[config.mk]
export PLATFORM = sky130hd
export DESIGN_NAME = rx_err_fifo
export DESIGN_NICKNAME = d
export VERILOG_FILES = /design/src/rtl/rx_err_pkg.sv /design/src/rtl/rx_char_store.sv /design/src/rtl/rx_err_status.sv /design/src/rtl/rx_err_fifo.sv
export SDC_FILE = /design/constraint.sdc
export NUM_CORES = 1
export LEC_CHECK = 0
export BUFFER_PORTS_ARGS = -buffer_cell sky130_fd_sc_hd__buf_2
export CORE_ASPECT_RATIO = 2
export CORE_UTILIZATION = 53
export CTS_CLUSTER_SIZE = 12
export DETAILED_ROUTE_END_ITERATION = 12
export PLACE_DENSITY = 0.81
export REMOVE_ABC_BUFFERS = 1
export SETUP_SLACK_MARGIN = 0.1
export SLEW_MARGIN = 15
export SYNTH_ARGS = -nofsm -noshare
export SYNTH_HDL_FRONTEND = slang
export SYNTH_HIERARCHICAL = 1
export SYNTH_SLANG_ARGS = --single-unit
export TNS_END_PERCENT = 10
[constraint.sdc]
create_clock -name clk -period 3.3 [get_ports clk]
set_clock_uncertainty 0.1 [all_clocks]
set_input_delay 0.66 -clock clk [delete_from_list [all_inputs] [get_ports clk]]
set_output_delay 0.66 -clock clk [all_outputs]
set_load 0.03 [all_outputs]
[src/rtl/rx_err_pkg.sv]
package rx_err_pkg;
  localparam int FLAG_W = 3;
  localparam int FE_BIT = 0;
  localparam int PE_BIT = 1;
  localparam int BE_BIT = 2;
  localparam int OE_BIT = 3;

  typedef enum logic [1:0] {
    RSEL_NONE  = 2'd0,
    RSEL_DATA  = 2'd1,
    RSEL_EMPTY = 2'd2,
    RSEL_STAT  = 2'd3
  } rsel_e;
endpackage

[src/rtl/rx_char_store.sv]
module rx_char_store #(
  parameter int DEPTH = 16,
  parameter int WIDTH = 11
) (
  input  logic             clk,
  input  logic             rst,
  input  logic             push,
  input  logic [WIDTH-1:0] din,
  input  logic             pop,
  output logic [WIDTH-1:0] dout,
  output logic             empty,
  output logic             full
);
  localparam int PTR_W = (DEPTH > 1) ? $clog2(DEPTH) : 1;
  localparam int CNT_W = $clog2(DEPTH + 1);
  localparam logic [PTR_W-1:0] LAST = PTR_W'(DEPTH - 1);
  localparam logic [CNT_W-1:0] FULL_CNT = CNT_W'(DEPTH);

  logic [WIDTH-1:0] mem [DEPTH];
  logic [PTR_W-1:0] wr_ptr, rd_ptr;
  logic [CNT_W-1:0] count;
  logic             wr_en;

  assign empty = (count == '0);
  assign full  = (count == FULL_CNT);
  assign wr_en = push && !full;

  always_ff @(posedge clk) begin
    if (wr_en) mem[wr_ptr] <= din;
  end

  always_ff @(posedge clk) begin
    if (pop) dout <= mem[rd_ptr];
  end

  always_ff @(posedge clk) begin
    if (rst) begin
      wr_ptr <= '0;
      rd_ptr <= '0;
      count  <= '0;
    end else begin
      if (wr_en) wr_ptr <= (wr_ptr == LAST) ? '0 : wr_ptr + 1'b1;
      if (pop)   rd_ptr <= (rd_ptr == LAST) ? '0 : rd_ptr + 1'b1;
      case ({wr_en, pop})
        2'b10:   count <= count + 1'b1;
        2'b01:   count <= count - 1'b1;
        default: count <= count;
      endcase
    end
  end

  AST_NO_OVERFLOW: assert property (@(posedge clk) disable iff (rst)
    count <= FULL_CNT);
  AST_POP_NONEMPTY: assert property (@(posedge clk) disable iff (rst)
    pop |-> !empty);
  AST_FULL_BLOCKS: assert property (@(posedge clk) disable iff (rst)
    (full && push && !pop) |=> (full && $stable(wr_ptr)));
  AST_SAME_LEVEL: assert property (@(posedge clk) disable iff (rst)
    (push && pop && !full) |=> $stable(count));
endmodule

[src/rtl/rx_err_status.sv]
module rx_err_status
  import rx_err_pkg::*;
(
  input  logic              clk,
  input  logic              rst,
  input  logic              pop_d,
  input  logic [FLAG_W-1:0] pop_flags,
  input  logic              ovr_evt,
  input  logic              clr,
  output logic              ovr,
  output logic [3:0]        stat_view
);
  logic [FLAG_W-1:0] flags;

  always_ff @(posedge clk) begin
    if (rst) begin
      flags <= '0;
      ovr   <= 1'b0;
    end else begin
      if (clr)        flags <= '0;
      else if (pop_d) flags <= pop_flags;
      if (ovr_evt)    ovr <= 1'b1;
      else if (clr)   ovr <= 1'b0;
    end
  end

  always_comb begin
    stat_view         = '0;
    stat_view[OE_BIT] = ovr;
    stat_view[BE_BIT:FE_BIT] = pop_d ? pop_flags : flags;
  end

  AST_OVR_SETS: assert property (@(posedge clk) disable iff (rst)
    ovr_evt |=> ovr);
  AST_OVR_STICKY: assert property (@(posedge clk) disable iff (rst)
    (ovr && !clr) |=> ovr);
  AST_CLR_ALL: assert property (@(posedge clk) disable iff (rst)
    (clr && !ovr_evt) |=> (!ovr && flags == '0));
  AST_POP_LOADS: assert property (@(posedge clk) disable iff (rst)
    (pop_d && !clr) |=> (flags == $past(pop_flags)));
endmodule

[src/rtl/rx_err_fifo.sv]
module rx_err_fifo
  import rx_err_pkg::*;
#(
  parameter int DEPTH = 16,
  parameter int DW    = 8,
  parameter int BUS_W = 32
) (
  input  logic             clk,
  input  logic             rst,
  input  logic             rx_valid,
  input  logic [DW-1:0]    rx_char,
  input  logic [2:0]       rx_flags,
  input  logic             bus_addr,
  input  logic             bus_rd,
  input  logic             bus_wr,
  input  logic [BUS_W-1:0] bus_wdata,
  output logic [BUS_W-1:0] bus_rdata,
  output logic             rx_empty,
  output logic             rx_full
);
  localparam int ENT_W = DW + FLAG_W;

  logic [ENT_W-1:0] ent_q;
  logic             pop, pop_d, ovr_evt, clr, stat_rd, ovr;
  logic [3:0]       stat_view, stat_snap;
  logic             ovr_snap;
  rsel_e            sel_q;
  logic             unused_wdata;

  assign unused_wdata = ^bus_wdata;
  assign pop     = bus_rd && !bus_addr && !rx_empty;
  assign ovr_evt = rx_valid && rx_full;
  assign clr     = bus_wr && bus_addr;
  assign stat_rd = bus_rd && bus_addr;

  rx_char_store #(.DEPTH(DEPTH), .WIDTH(ENT_W)) u_store (
    .clk   (clk),
    .rst   (rst),
    .push  (rx_valid),
    .din   ({rx_flags, rx_char}),
    .pop   (pop),
    .dout  (ent_q),
    .empty (rx_empty),
    .full  (rx_full)
  );

  rx_err_status u_status (
    .clk       (clk),
    .rst       (rst),
    .pop_d     (pop_d),
    .pop_flags (ent_q[DW +: FLAG_W]),
    .ovr_evt   (ovr_evt),
    .clr       (clr),
    .ovr       (ovr),
    .stat_view (stat_view)
  );

  always_ff @(posedge clk) begin
    if (rst) begin
      pop_d     <= 1'b0;
      sel_q     <= RSEL_NONE;
      ovr_snap  <= 1'b0;
      stat_snap <= '0;
    end else begin
      pop_d <= pop;
      if (bus_rd) ovr_snap <= ovr;
      if (stat_rd) stat_snap <= stat_view;
      if (stat_rd)                sel_q <= RSEL_STAT;
      else if (pop)               sel_q <= RSEL_DATA;
      else if (bus_rd)            sel_q <= RSEL_EMPTY;
      else                        sel_q <= RSEL_NONE;
    end
  end

  always_comb begin
    bus_rdata = '0;
    case (sel_q)
      RSEL_DATA: begin
        bus_rdata[ENT_W-1:0] = ent_q;
        bus_rdata[ENT_W]     = ovr_snap;
      end
      RSEL_EMPTY: bus_rdata[ENT_W] = ovr_snap;
      RSEL_STAT:  bus_rdata[3:0]   = stat_snap;
      default:    bus_rdata = '0;
    endcase
  end

  AST_EMPTY_FULL_EXCL: assert property (@(posedge clk) disable iff (rst)
    !(rx_empty && rx_full));
endmodule

; ---- Word level (Yosys, flattened, before mapping)
; Memories as Yosys holds them, arrays and structs flattened. A register that Yosys moved wholly into a read port is not among the register bits.
; Index checks and enable logic that the tools add are counted.
[totals]
regBits = 25
latch_bits = 0
mem_bits_rw = 176
rom_bits = 0
inputBits = 49
out_inout_bits = 34
elab_cells = 50
mem_count = 1
[mem_list]
columns = name, words, width, rd, rd_clocked_by_memory_dff, wr, line
row1 = u_store.mem, 16, 11, 1, 1, 1, rx_char_store.sv:19  ; logic [WIDTH-1:0] mem [DEPTH];
[classes]
addsub = 4
mul = 0
div_mod_pow = 0
order_cmp = 0
n_eq_ne = 8
shift = 0
mux = 14
bitwise_logic = 0
reduce_logical = 14
[op_table]
columns = operator, n
row1 = 5-bit one-hot mux with 2 select lines, 1
row2 = "4-bit by 1-bit adder with 4-bit output, second input constant", 2
row3 = "4-bit == test, second input constant", 2
row4 = 4-bit 2-to-1 mux, 2
row5 = 4-bit one-hot mux with 2 select lines, 1
row6 = 7-bit 2-to-1 mux, 1
row7 = "2-bit == test, second input constant", 3
row8 = 1-bit logical AND, 6
row9 = 2-bit 2-to-1 mux, 3
row10 = "5-bit by 1-bit adder with 5-bit output, second input constant", 1
row11 = "5-bit == test, second input constant", 1
row12 = 5-bit zero test, 1
row13 = 1-bit 2-to-1 mux, 5
row14 = "5-bit by 1-bit subtractor with 5-bit output, second input constant", 1
row15 = "2-bit by 1-bit == test with 1-bit output, second input constant", 2
row16 = 2-bit nonzero test, 2
row17 = 2-bit OR reduction, 2
row18 = 1-bit zero test, 3
row19 = 3-bit 2-to-1 mux, 1

; ---- Longest topological paths before layout
; Gate-level depths: netlist (run 1).
[logic_depth]
ltp_word = 5
depth_mapped = 12
mapped_depth_nobuf = 11

; ---- Modules after synthesis
; The synthesis (run 1) kept the hierarchy.
[by_module_without_submodules]
columns = mod, instances, cells_each, area_per_inst_um2, seq_area_each_um2
row1 = rx_char_store, 1, 412, 7962.6, 5875.6
row2 = rx_err_fifo, 1, 70, 595.6, 160.2
row3 = rx_err_status, 1, 14, 158.9, 80.1

; ---- Least setup slack after synthesis (run 1)
; Ideal clock, no wire load.
[synth_timing]
path_type = reg-to-reg
startpoint = register u_store.count[2]
endpoint = register u_store.count[4]
setup_time_ps = 62
t_arrival_ps = 3607
required_ps = 3138
path_slack_ps = -469
path_stages_with_launch = 13
n_path_buf = 1
synth_period_minus_slack_ps = 3769
cell_sequence = dfxtp_1 > buf_6 > or4_4 > nor2_1 > nor2_1 > and2_1 > ha_1 > xor2_1 > ha_1 > a21oi_1 > a221oi_2 > or4b_2 > nand3_1
[synth_between]
elab_chain_len = 5
elab_cells_between_ends = 12
classes_between = add/sub: 2 / eq/ne: 3 / mux: 1 / reduce/logical: 6
[synth_lines]
columns = item, line
row1 = "start, declared", rx_char_store.sv:21  ; logic [CNT_W-1:0] count;
row2 = "start signal, assigned", rx_char_store.sv:45  ; 2'b10: count <= count + 1'b1;
row3 = "start signal, assigned", rx_char_store.sv:46  ; 2'b01: count <= count - 1'b1;
row4 = "start signal, assigned", rx_char_store.sv:47  ; default: count <= count;
row5 = 5-bit zero test *, rx_char_store.sv:24  ; assign empty = (count == '0);
row6 = net rx_empty, rx_err_fifo.sv:18  ; output logic rx_empty,
row7 = 1-bit zero test *, rx_err_fifo.sv:31  ; assign pop = bus_rd && !bus_addr && !rx_empty;
row8 = 1-bit logical AND *, rx_err_fifo.sv:31
row9 = net pop, rx_err_fifo.sv:24  ; logic pop, pop_d, ovr_evt, clr, stat_rd, ovr;
row10 = 2-bit by 1-bit == test with 1-bit output or 2-bit == test (tied branches), rx_char_store.sv:44  ; case ({wr_en, pop})
row11 = 5-bit one-hot mux with 2 select lines or 2-bit nonzero test (tied branches), -
; Mark *: on every way through the listed nets, which the timed path passes. The rest lies on a longest branch.
; A chain may end at the register's enable or synchronous reset.

; ---- Worst setup path after layout (run 1)
[layout_timing]
startpoint = register u_store.count[3]
endpoint = register u_store.count[4]
[layout_between]
elab_chain_len = 5
elab_cells_between_ends = 12
classes_between = add/sub: 2 / eq/ne: 3 / mux: 1 / reduce/logical: 6
[layout_lines]
columns = item, line
row1 = 5-bit zero test *, rx_char_store.sv:24
row2 = 1-bit zero test *, rx_err_fifo.sv:31
row3 = 1-bit logical AND *, rx_err_fifo.sv:31
row4 = net pop, rx_err_fifo.sv:24
row5 = 2-bit by 1-bit == test with 1-bit output or 2-bit == test (tied branches), rx_char_store.sv:44
row6 = 5-bit one-hot mux with 2 select lines or 2-bit nonzero test (tied branches), -
; Marked as above.

==> summary.txt, run 1 <==
Worst hold path
  • Hold Path Class: reg -> reg

STA
  • Setup TNS: 0 ps
  • Final worst-path cycle share: 0.924
  • Period minus WS final: 3050 ps
  • Slew Limit Headroom: 0.185
  • Slew @ Worst Pin: 1220 ps
  • Count of final setup violators: 0
  • Peak Freq: 328 MHz
  • Max Slew Vio Count: 0
  • Unrepaired setup endpoints after global routing: false
  • Final Hold Viols: 0
  • WHS: 394 ps

Floorplan
  • Cell Rows: 66
  • Core ar.: 16200 sq um
  • Die H: 183 um
  • DIE AREA: 17000 sq um
  • Initial cell density of the core: 0.539
  • IO Count: 83
  • Die width: 92.7 um

Global route
  • Vias in the first global route: 4585
  • Largest net degree at the start of global routing: 49
  • GRT Util Overall: 0.195
  • Remaining global-route overflow: 0
  • First-pass GRT wire length: 24900 um
  • Antenna violations before repair: 0

Placed design
  • Post-Place Cell Area: 9070 sq um
  • Placed Cells: 724
  • Placer Congestion: 0.750
  • PortBufs: 30
  • Hpwl dp: 10700 um

Power and ir drop
  • LEAKAGE: 0.00319 uW
  • Power Density: 668 nW/um^2
  • Peak supply drop: 0.000299 V

Drt
  • Final WL: 15700 um
  • Routed Antenna Nets: 0
  • DRC viols: 0
  • Detailed Routing Iterations Pass 1: 4
  • DR WL/cell: 20.6 um
  • Vias: 4400
  • Iteration-0 DRC Markers: 242
  • Post-DR vias/cell: 5.77

Final layout
  • Finished Core Util: 0.600
  • Most common cell after layout, fill and taps aside: edfxtp_1
  • Register area: 6120 sq um
  • Fin nets: 603
  • # fillers: 1163
  • Final Cell Area: 9710 sq um
  • Most frequent cells in the layout: edfxtp_1 (187), mux4_2 (44), buf_2 (30), nor2_1 (25)
  • Ant. Diodes: 0
  • Finished Layout Cells: 762
  • Area grow syn2layout: 11.3%
  • Multi-input gate area: 2360 sq um
  • Share of layout cells above drive strength 1: 0.251

Clock tree
  • Sink Count: 212
  • Clk Latency, worst-skew pair: 490 ps
  • Cts bufs inserted: 21
  • CTS tree: built
  • Root Buffer: clkbuf_16
  • Clock-pin slew on the worst setup and hold paths: 60 ps
  • CTS Buffer Depth: 3
  • H-tree depth: 1

Logic synthesis
  • #FFs+latches synth: 212
  • Netlist cell types: 48
  • Mapped Area: 8720 sq um
  • Synth Warn #: 6
  • EDFF count, synth: 187
  • Sequential area share after synthesis: 0.702
  • Synth Flop Type: edfxtp_1
  • Ys async rst share: 0
  • Syn Area/Cell: 17.6 sq um
  • Cell count after synthesis: 496

Critical path
  • Arrival @ worst endpoint: 3380 ps
  • Crit Path Max Fanout: 5
  • Worst EP required: 3630 ps
  • CP endpoint kind: register
  • WS Path Type: reg -> reg
  • Critical path launch point type: register
  • Setup slack, reg-to-reg: 250 ps

Status
  • Status: complete, no violations

Run
  • MaxCap Viol Count: 0
per-stage QoR:
step                setup WS [ps]  total power [uW]
finish                        252              6480
global route                  109              6760
CTS                           105              6500
detailed placement            120              4400
global placement              213              4340
floorplan                    -424              4030
worst max-delay path, stage by stage, from the launching register on:
cell,delay [ps]
dfxtp_1,340
or4_4,590
nor2_4,120
nor2_1,60
and2_4,180
ha_4,180
xor2_2,130
ha_2,190
a21oi_1,70
a221oi_2,310
or4b_2,600
nand3_1,90
layout make-up:
class / instances / area share
clock buffers: 36 / 0.0599
well taps: 204 / 0.0263
multi-input cells: 245 / 0.244
repair buffers: 53 / 0.0345
clock inverters: 2 / 0.00142
inverters: 10 / 0.00387
flip-flops and latches: 212 / 0.630
path summary, 6_finish.rpt:
path | start | to | cells past startpoint
max | u_store/count[3] | u_store/count[4] | 11
min | ovr_snap | ovr_snap | 2
max reg2reg | u_store/count[3] | u_store/count[4] | 11
min reg2reg | ovr_snap | ovr_snap | 2
power by group:
part / switching, uW / internal (uW)
registers: 104 / 3100
logic: 653 / 521
clock network: 909 / 1200
timing repair:
item,4_1_cts,5_1_grt
hold endpoints to repair,0,0
setup endpoints to repair,0,1
setup buffers,0,0
hold buffers,0,0
resized for setup,0,8
metal layers:
layer  vias to the layer above  part of all wire  track usage
met5                         -                 0            0
met4                         0             0.034       0.0874
met3                        32             0.032       0.0174
met2                       119              0.59        0.376
met1                      2251              0.35        0.211
li1                       1998                 -            -
registers in the layout, indices dropped and copies added (netlist names):
name            cells
u_store/dout       11
stat_snap           4
pop_d               1
u_status/flags      3
ovr_snap            1
u_store/rd_ptr      4
u_store/wr_ptr      4
u_store/count       5
u_store/mem       176
u_status/ovr        1
sel_q               2
synth_stat cells (all sizes together), types with 4 or more instances:
cell	instances	area, sq um
a22o	4	35.0
a21oi	23	115
inv	10	37.5
nor3	7	35.0
nand2b	6	37.5
clkbuf	11	41.3
nor3b	6	45.0
ha	11	138
nand3	5	25.0
and2	10	63.8
mux2i	16	160
nor2b	12	75.1
a211oi	12	95.1
buf	37	265
nor2	27	101
edfxtp	187	5620
a21bo	4	40.0
mux4	44	991
dfxtp	25	500
nand2	7	26.3
xor2	4	35.0
cells by family (layout without fill, tap and decap cells):
| logic type | count (synthesis) | in the layout | synth area share |
|---|---|---|---|
| compound gates | 58 | 58 | 0.0479 |
| xor+xnor | 5 | 5 | 0.00502 |
| fa+ha+maj | 11 | 11 | 0.0158 |
| buf+inv | 58 | 101 | 0.0395 |
| flops | 212 | 212 | 0.702 |
| mux | 63 | 63 | 0.136 |
| other cells | 1 | 20 | 0.000430 |
| simple gates | 88 | 88 | 0.0538 |
No activity file was read; power rests on OpenSTA's default activity.
==> run 2: changes to the inputs <==
--- a/config.mk
+++ b/config.mk
@@ -11,6 +11,7 @@
 export CTS_CLUSTER_SIZE = 12
 export DETAILED_ROUTE_END_ITERATION = 12
 export PLACE_DENSITY = 0.81
+export RECOVER_POWER = 25
 export REMOVE_ABC_BUFFERS = 1
 export SETUP_SLACK_MARGIN = 0.1
 export SLEW_MARGIN = 15
==> run 2 against run 1 <==
  * Combinational power about the same
  * Worst setup slack worse by 4.7 ps
  * Die area unchanged
  * Sequential share of layout area up 0.057 points
  * Clock power about the same
  * Critical path type unchanged
  * Hold slack better by 0.63 ps
  * Critical endpoint unchanged
  * Critical path depth unchanged
  * Final area about the same
  * Sequential cell count unchanged
==> summary.txt, run 2 (same netlist as run 1, synthesis figures left out) <==
Status
  • Status: complete, no violations (unchanged)

STA
  • Final worst-path cycle share: 0.925 (was 0.924)
  • Unrepaired setup endpoints after global routing: false (unchanged)
  • Slew Limit Headroom: 0.193 (was 0.185)
  • Peak Freq: 328 MHz (about the same)
  • Max Slew Vio Count: 0 (unchanged)
  • Period minus WS final: 3050 ps (about the same)
  • Count of final setup violators: 0 (unchanged)
  • WHS: 394 ps (about the same)
  • Final Hold Viols: 0 (unchanged)
  • Setup TNS: 0 ps (unchanged)
  • Final worst slack: 247 ps (was 252 ps)
  • Slew @ Worst Pin: 1210 ps (was 1220 ps)

Drt
  • DR WL/cell: 20.8 um (was 20.6 um)
  • DRC viols: 0 (unchanged)
  • Post-DR vias/cell: 5.77 (about the same)
  • Final WL: 15900 um (was 15700 um)
  • Routed Antenna Nets: 0 (unchanged)
  • Vias: 4395 (was 4400)
  • Detailed Routing Iterations Pass 1: 4 (unchanged)
  • Iteration-0 DRC Markers: 240 (was 242)

Placed design
  • PortBufs: 30 (unchanged)
  • Hpwl dp: 10700 um (unchanged)
  • Placer Congestion: 0.750 (unchanged)
  • Setup WS pre-CTS: 120 ps (unchanged)

Clock tree
  • H-tree depth: 1 (unchanged)
  • Post-CTS setup buffers: 0 (unchanged)
  • Hold-fix buffers at CTS: 0 (unchanged)
  • Sink Count: 212 (unchanged)
  • Clock-pin slew on the worst setup and hold paths: 60 ps (about the same)
  • Root Buffer: clkbuf_16 (unchanged)
  • CTS tree: built (unchanged)
  • Clk Latency, worst-skew pair: 490 ps (about the same)
  • Cts bufs inserted: 21 (unchanged)
  • CTS Buffer Depth: 3 (unchanged)

Global route
  • Remaining global-route overflow: 0 (unchanged)
  • GRT Util Overall: 0.195 (unchanged)
  • Vias in the first global route: 4585 (unchanged)
  • First-pass GRT wire length: 24900 um (unchanged)
  • Largest net degree at the start of global routing: 49 (unchanged)
  • Antenna violations before repair: 0 (unchanged)

Critical path
  • Cell Chain, Critical Path: or4_4 > nor2_4 > nor2_1 > and2_4 > ha_4 > xor2_2 > ha_2 > a21oi_1 > a221oi_2 > or4b_2 > nand3_1 (unchanged)
  • Arrival @ worst endpoint: 3380 ps (about the same)
  • Top Family by Delay on Critical Path: simple AND/OR/NAND/NOR gates (unchanged)
  • CP endpoint kind: register (unchanged)
  • CP peak stage delay: 600 ps (about the same)
  • WS Path Type: reg -> reg (unchanged)
  • Critical path launch point type: register (unchanged)
  • CP bufs+invs: 0 (unchanged)
  • Crit Path Max Fanout: 5 (unchanged)
  • Worst EP required: 3630 ps (about the same)
  • Slowest stage cell on the critical path: or4b_2 (unchanged)

Final layout
  • Area grow syn2layout: 11.2% (was 11.3%)
  • Share of layout cells above drive strength 1: 0.238 (was 0.251)
  • Finished Core Util: 0.599 (was 0.600)
  • Fin nets: 603 (unchanged)
  • Reg with most FFs: u_store/mem (unchanged)
  • Most common cell after layout, fill and taps aside: edfxtp_1 (unchanged)
  • Largest regs: u_store/mem: 176 flops, u_store/dout: 11 flops, u_store/count: 5 flops (unchanged)
  • Most frequent cells in the layout: edfxtp_1 (187), mux4_2 (44), nor2_1 (25) (was edfxtp_1 (187), mux4_2 (44), buf_2 (30), nor2_1 (25))
  • Ant. Diodes: 0 (unchanged)
  • Max reg flops: 176 (unchanged)

Power and ir drop
  • LEAKAGE: 0.00317 uW (was 0.00319 uW)
  • Psw: 1670 uW (about the same)
  • Comb pwr share: 0.181 (about the same)
  • Switching share of power: 0.257 (about the same)
  • Flop pwr share: 0.494 (about the same)
  • Internal: 4820 uW (about the same)
  • Power Density: 669 nW/um^2 (was 668 nW/um^2)
  • Clock power frac: 0.324 (was 0.325)
  • Peak supply drop: 0.000300 V (was 0.000299 V)

Floorplan
  • DIE AREA: 17000 sq um (unchanged)
  • Die width: 92.7 um (unchanged)
  • Die H: 183 um (unchanged)
  • Core ar.: 16200 sq um (unchanged)
  • Cell Rows: 66 (unchanged)
  • IO Count: 83 (unchanged)
  • Initial cell density of the core: 0.539 (unchanged)

Run
  • MaxCap Viol Count: 0 (unchanged)

Worst hold path
  • Hold Path Class: reg -> reg (unchanged)
## run 2: changes by cell type in the layout (fill, tap and decap cells not counted), sizes merged
| cell | previous run | this run |
|---|---|---|
| buf | 53 | 46 |
| clkbuf | 36 | 43 |
## run 2: final cells by class
class / count / area (sq um)
multi-input combinational: 245 / 2360
clock buffer: 36 / 582
sequential: 212 / 6120
clock inverter: 2 / 13.8
timing repair buffer: 53 / 327
inverter: 10 / 37.5
fill: 1163 / 6490
tap: 204 / 255
## run 2: worst register-to-register path, cell delays in order, from the launching register on
cell and delay (ps):
dfxtp_1 340, or4_4 590, nor2_4 120, nor2_1 70, and2_4 180, ha_4 180
xor2_2 130, ha_2 190, a21oi_1 80, a221oi_2 320, or4b_2 600, nand3_1 90
## run 2: final timing paths
check,start,to,slack [ps],depth (start not counted)
setup reg to reg,u_store/count[3],u_store/count[4],250,11
hold reg to reg,ovr_snap,ovr_snap,390,2
setup / recovery,u_store/count[3],u_store/count[4],250,11
hold / removal,ovr_snap,ovr_snap,390,2
## run 2: per-layer routing
| layer | vias to the layer above | GRT usage | wire, um |
|---|---|---|---|
| met3 | 32 | 0.0174 | 478 |
| met1 | 2245 | 0.211 | 5600 |
| met2 | 119 | 0.376 | 9210 |
| li1 | 1999 | - | - |
| met5 | - | 0 | 0 |
| met4 | 0 | 0.0874 | 578 |
## run 2: per-stage QoR
step	instances	power, uW	instance area [sq um]
2_1_floorplan	467	4030	8480
3_3_place_gp	724	4340	9070
3_5_place_dp	724	4400	9070
4_1_cts	762	6500	9670
5_1_grt	762	6760	9700
6_report	762	6480	9700
## run 2: power by group through the flow
stage          Sequential, uW  Combinational, uW  Clock [uW]
2_1_floorplan            3280                751           0
3_3_place_gp             3240               1100           0
3_5_place_dp             3250               1140           0
4_1_cts                  3200               1150        2150
5_1_grt                  3220               1280        2260
6_report                 3210               1180        2100
## run 2: what timing repair did
| item | in CTS | in global routing |
|---|---|---|
| hold endpoints to repair | 0 | 0 |
| setup endpoints to repair | 0 | 1 |
| resized for setup | 0 | 8 |
==> run 3: changes to the inputs <==
--- a/config.mk
+++ b/config.mk
@@ -7,10 +7,11 @@
 export LEC_CHECK = 0
 export BUFFER_PORTS_ARGS = -buffer_cell sky130_fd_sc_hd__buf_2
 export CORE_ASPECT_RATIO = 2
-export CORE_UTILIZATION = 53
+export CORE_UTILIZATION = 27
+export CTS_CLUSTER_DIAMETER = 100
 export CTS_CLUSTER_SIZE = 12
 export DETAILED_ROUTE_END_ITERATION = 12
-export PLACE_DENSITY = 0.81
+export PLACE_DENSITY = 0.5
 export RECOVER_POWER = 25
 export REMOVE_ABC_BUFFERS = 1
 export SETUP_SLACK_MARGIN = 0.1
==> run 3 against run 2 <==
  * Final cell count increased by 30%
  * Global-route usage decreased by 8.1 points
  * Combinational power about the same
  * Non-clock buffer count increased by 6
  * Worst setup slack got worse by 46 ps
  * Clock power increased by 5%
  * Final area increased by 3.6%
  * Critical path type unchanged
==> summary.txt, run 3 (same netlist as run 1, synthesis figures left out) <==
Critical path
  • R2R Path End: u_store/count[4] (unchanged)
  • CP peak stage delay: 610 ps (was 600 ps)
  • Cell Chain, Critical Path: or4_4 > nor2_4 > nor2_1 > and2_2 > ha_4 > xor2_2 > ha_2 > a21oi_1 > a221oi_2 > or4b_2 > nand3_1 (was or4_4 > nor2_4 > nor2_1 > and2_4 > ha_4 > xor2_2 > ha_2 > a21oi_1 > a221oi_2 > or4b_2 > nand3_1)
  • Setup slack, reg-to-reg: 200 ps (was 250 ps)
  • Worst EP required: 3650 ps (was 3630 ps)
  • WS Path Type: reg -> reg (unchanged)
  • Reg2reg path depth: 11 (unchanged)
  • Crit Path Max Fanout: 9 (was 5)
  • Reg2reg start: u_store/count[2] (was u_store/count[3])
  • Slowest stage cell on the critical path: or4b_2 (unchanged)
  • Critical path launch point type: register (unchanged)
  • CP endpoint kind: register (unchanged)
  • Arrival @ worst endpoint: 3450 ps (was 3380 ps)

Clock tree
  • Sink Count: 212 (unchanged)
  • H-tree depth: 1 (unchanged)
  • Cts bufs inserted: 21 (unchanged)
  • Clock-pin slew on the worst setup and hold paths: 70 ps (was 60 ps)
  • Hold-fix buffers at CTS: 0 (unchanged)
  • Clk Latency, worst-skew pair: 510 ps (was 490 ps)
  • CTS Buffer Depth: 3 (unchanged)
  • Root Buffer: clkbuf_16 (unchanged)
  • CTS tree: built (unchanged)

Run
  • MaxCap Viol Count: 0 (unchanged)

Power and ir drop
  • Power Density: 656 nW/um^2 (was 669 nW/um^2)
  • Peak supply drop: 0.000412 V (was 0.000300 V)
  • LEAKAGE: 0.00322 uW (was 0.00317 uW)

Status
  • Status: complete, no violations (unchanged)

STA
  • Count of final setup violators: 0 (unchanged)
  • Peak Freq: 323 MHz (was 328 MHz)
  • Max Slew Vio Count: 0 (unchanged)
  • Final worst-path cycle share: 0.939 (was 0.925)
  • Slew @ Worst Pin: 1140 ps (was 1210 ps)
  • Slew Limit Headroom: 0.235 (was 0.193)
  • Final worst slack: 202 ps (was 247 ps)
  • WHS: 393 ps (was 394 ps)
  • Period minus WS final: 3100 ps (was 3050 ps)
  • Unrepaired setup endpoints after global routing: false (unchanged)
  • Final Hold Viols: 0 (unchanged)

Worst hold path
  • Hold Path Class: reg -> reg (unchanged)
  • WHS Path Cells: 2 (unchanged)
  • Hold Path Sink: ovr_snap (unchanged)
  • Worst Min Path Start: ovr_snap (unchanged)

Global route
  • Largest net degree at the start of global routing: 29 (was 49)
  • GRT Util Overall: 0.114 (was 0.195)
  • Met1 GRT Util: 0.114 (was 0.211)
  • Met3 GRT Util: 0.0136 (was 0.0174)
  • Top Usage Layer GRT: met2 (unchanged)
  • Vias in the first global route: 4736 (was 4585)
  • First-pass GRT wire length: 27800 um (was 24900 um)
  • Remaining global-route overflow: 0 (unchanged)
  • GR Util met2: 0.223 (was 0.376)
  • Antenna violations before repair: 0 (unchanged)

Placed design
  • PortBufs: 30 (unchanged)
  • Setup WS pre-CTS: 52.2 ps (was 120 ps)
  • Hpwl dp: 12400 um (was 10700 um)
  • Placer Congestion: 0.676 (was 0.750)

Floorplan
  • IO Count: 83 (unchanged)
  • Die H: 256 um (was 183 um)
  • Die width: 129 um (was 92.7 um)
  • Core ar.: 31700 sq um (was 16200 sq um)
  • DIE AREA: 33100 sq um (was 17000 sq um)
  • Initial cell density of the core: 0.275 (was 0.539)
  • Cell Rows: 92 (was 66)

Final layout
  • Most common cell after layout, fill and taps aside: edfxtp_1 (unchanged)
  • Reg with most FFs: u_store/mem (unchanged)
  • Max reg flops: 176 (unchanged)
  • Share of layout cells above drive strength 1: 0.254 (was 0.238)
  • Ant. Diodes: 0 (unchanged)
  • Area grow syn2layout: 15.2% (was 11.2%)
  • Fin nets: 609 (was 603)
  • Largest regs: u_store/mem: 176 flops, u_store/dout: 11 flops, u_store/count: 5 flops (unchanged)
  • Most frequent cells in the layout: edfxtp_1 (187), mux4_2 (44), buf_4 (29), nor2_1 (26) (was edfxtp_1 (187), mux4_2 (44), nor2_1 (25))

Drt
  • Detailed Routing Iterations Pass 1: 6 (was 4)
  • Vias: 4397 (was 4395)
  • Routed Antenna Nets: 0 (unchanged)
  • Iteration-0 DRC Markers: 190 (was 240)
  • DRC viols: 0 (unchanged)
  • Post-DR vias/cell: 4.45 (was 5.77)
  • Final WL: 17800 um (was 15900 um)
  • DR WL/cell: 18.0 um (was 20.8 um)
run 3: worst max-delay path, delay by kind of cell, from the launching register on:
| kind | cells | cell delay [ps] |
|---|---|---|
| flip-flops | 1 | 310 |
| adder cells (fa/ha/maj) | 2 | 390 |
| AO/OA/AOI/OAI | 2 | 390 |
| XOR/XNOR | 1 | 140 |
| AND/OR/NAND/NOR | 6 | 1700 |
run 3: cell type report:
type                       count  area, sq um
fill                        3060        21600
sequential                   212         6120
multi-input combinational    245         2380
clock buffer                  37          607
tap                          423          529
timing repair buffer          59          358
inverter                      10         37.5
clock inverter                 1         8.76
run 3: worst max path at each step:
| stage | startpoint | endpoint | slack (ps) | cells after the start |
|---|---|---|---|---|
| floorplan | u_store/count[2] | u_store/count[4] | -420 | 11 |
| global placement | u_store/count[2] | u_store/count[4] | 130 | 11 |
| detailed placement | u_store/count[0] | u_store/count[4] | 50 | 11 |
| CTS | u_store/count[0] | u_store/count[4] | 140 | 11 |
| global route | u_store/count[2] | u_store/count[4] | 100 | 11 |
| finish | u_store/count[2] | u_store/count[4] | 200 | 11 |
run 3: per-stage QoR:
step                       util  area, sq um  TNS (ps)  total power (uW)  instances
after floorplan               -         8480     -2360              4030        467
after global placement    0.297         9400         0              4370        948
after detailed placement  0.297         9400         0              4410        948
after CTS                 0.317        10000         0              6660        987
after global routing      0.317        10000         0              6890        987
final                     0.317        10000         0              6590        987
run 3: repair_timing:
| action | CTS | global route |
|---|---|---|
| setup buffers | 1 | 0 |
| setup endpoints to repair | 1 | 1 |
| gates resized for setup | 2 | 6 |
| pin swaps | 1 | 1 |
run 3: layer usage:
layer / share of wire / routed length, um / vias to the layer above
met2: 0.59 / 10400 / 96
met5: 0 / 0 / -
met1: 0.35 / 6180 / 2264
li1: - / - / 2008
met3: 0.032 / 567 / 29
met4: 0.034 / 607 / 0
run 3: where the power goes:
part           internal (uW)  switching [uW]  leakage [uW]  total, uW
Combinational            514             652       0.00103       1170
Clock                   1250             964      0.000293       2210
Sequential              3100             107       0.00189       3210
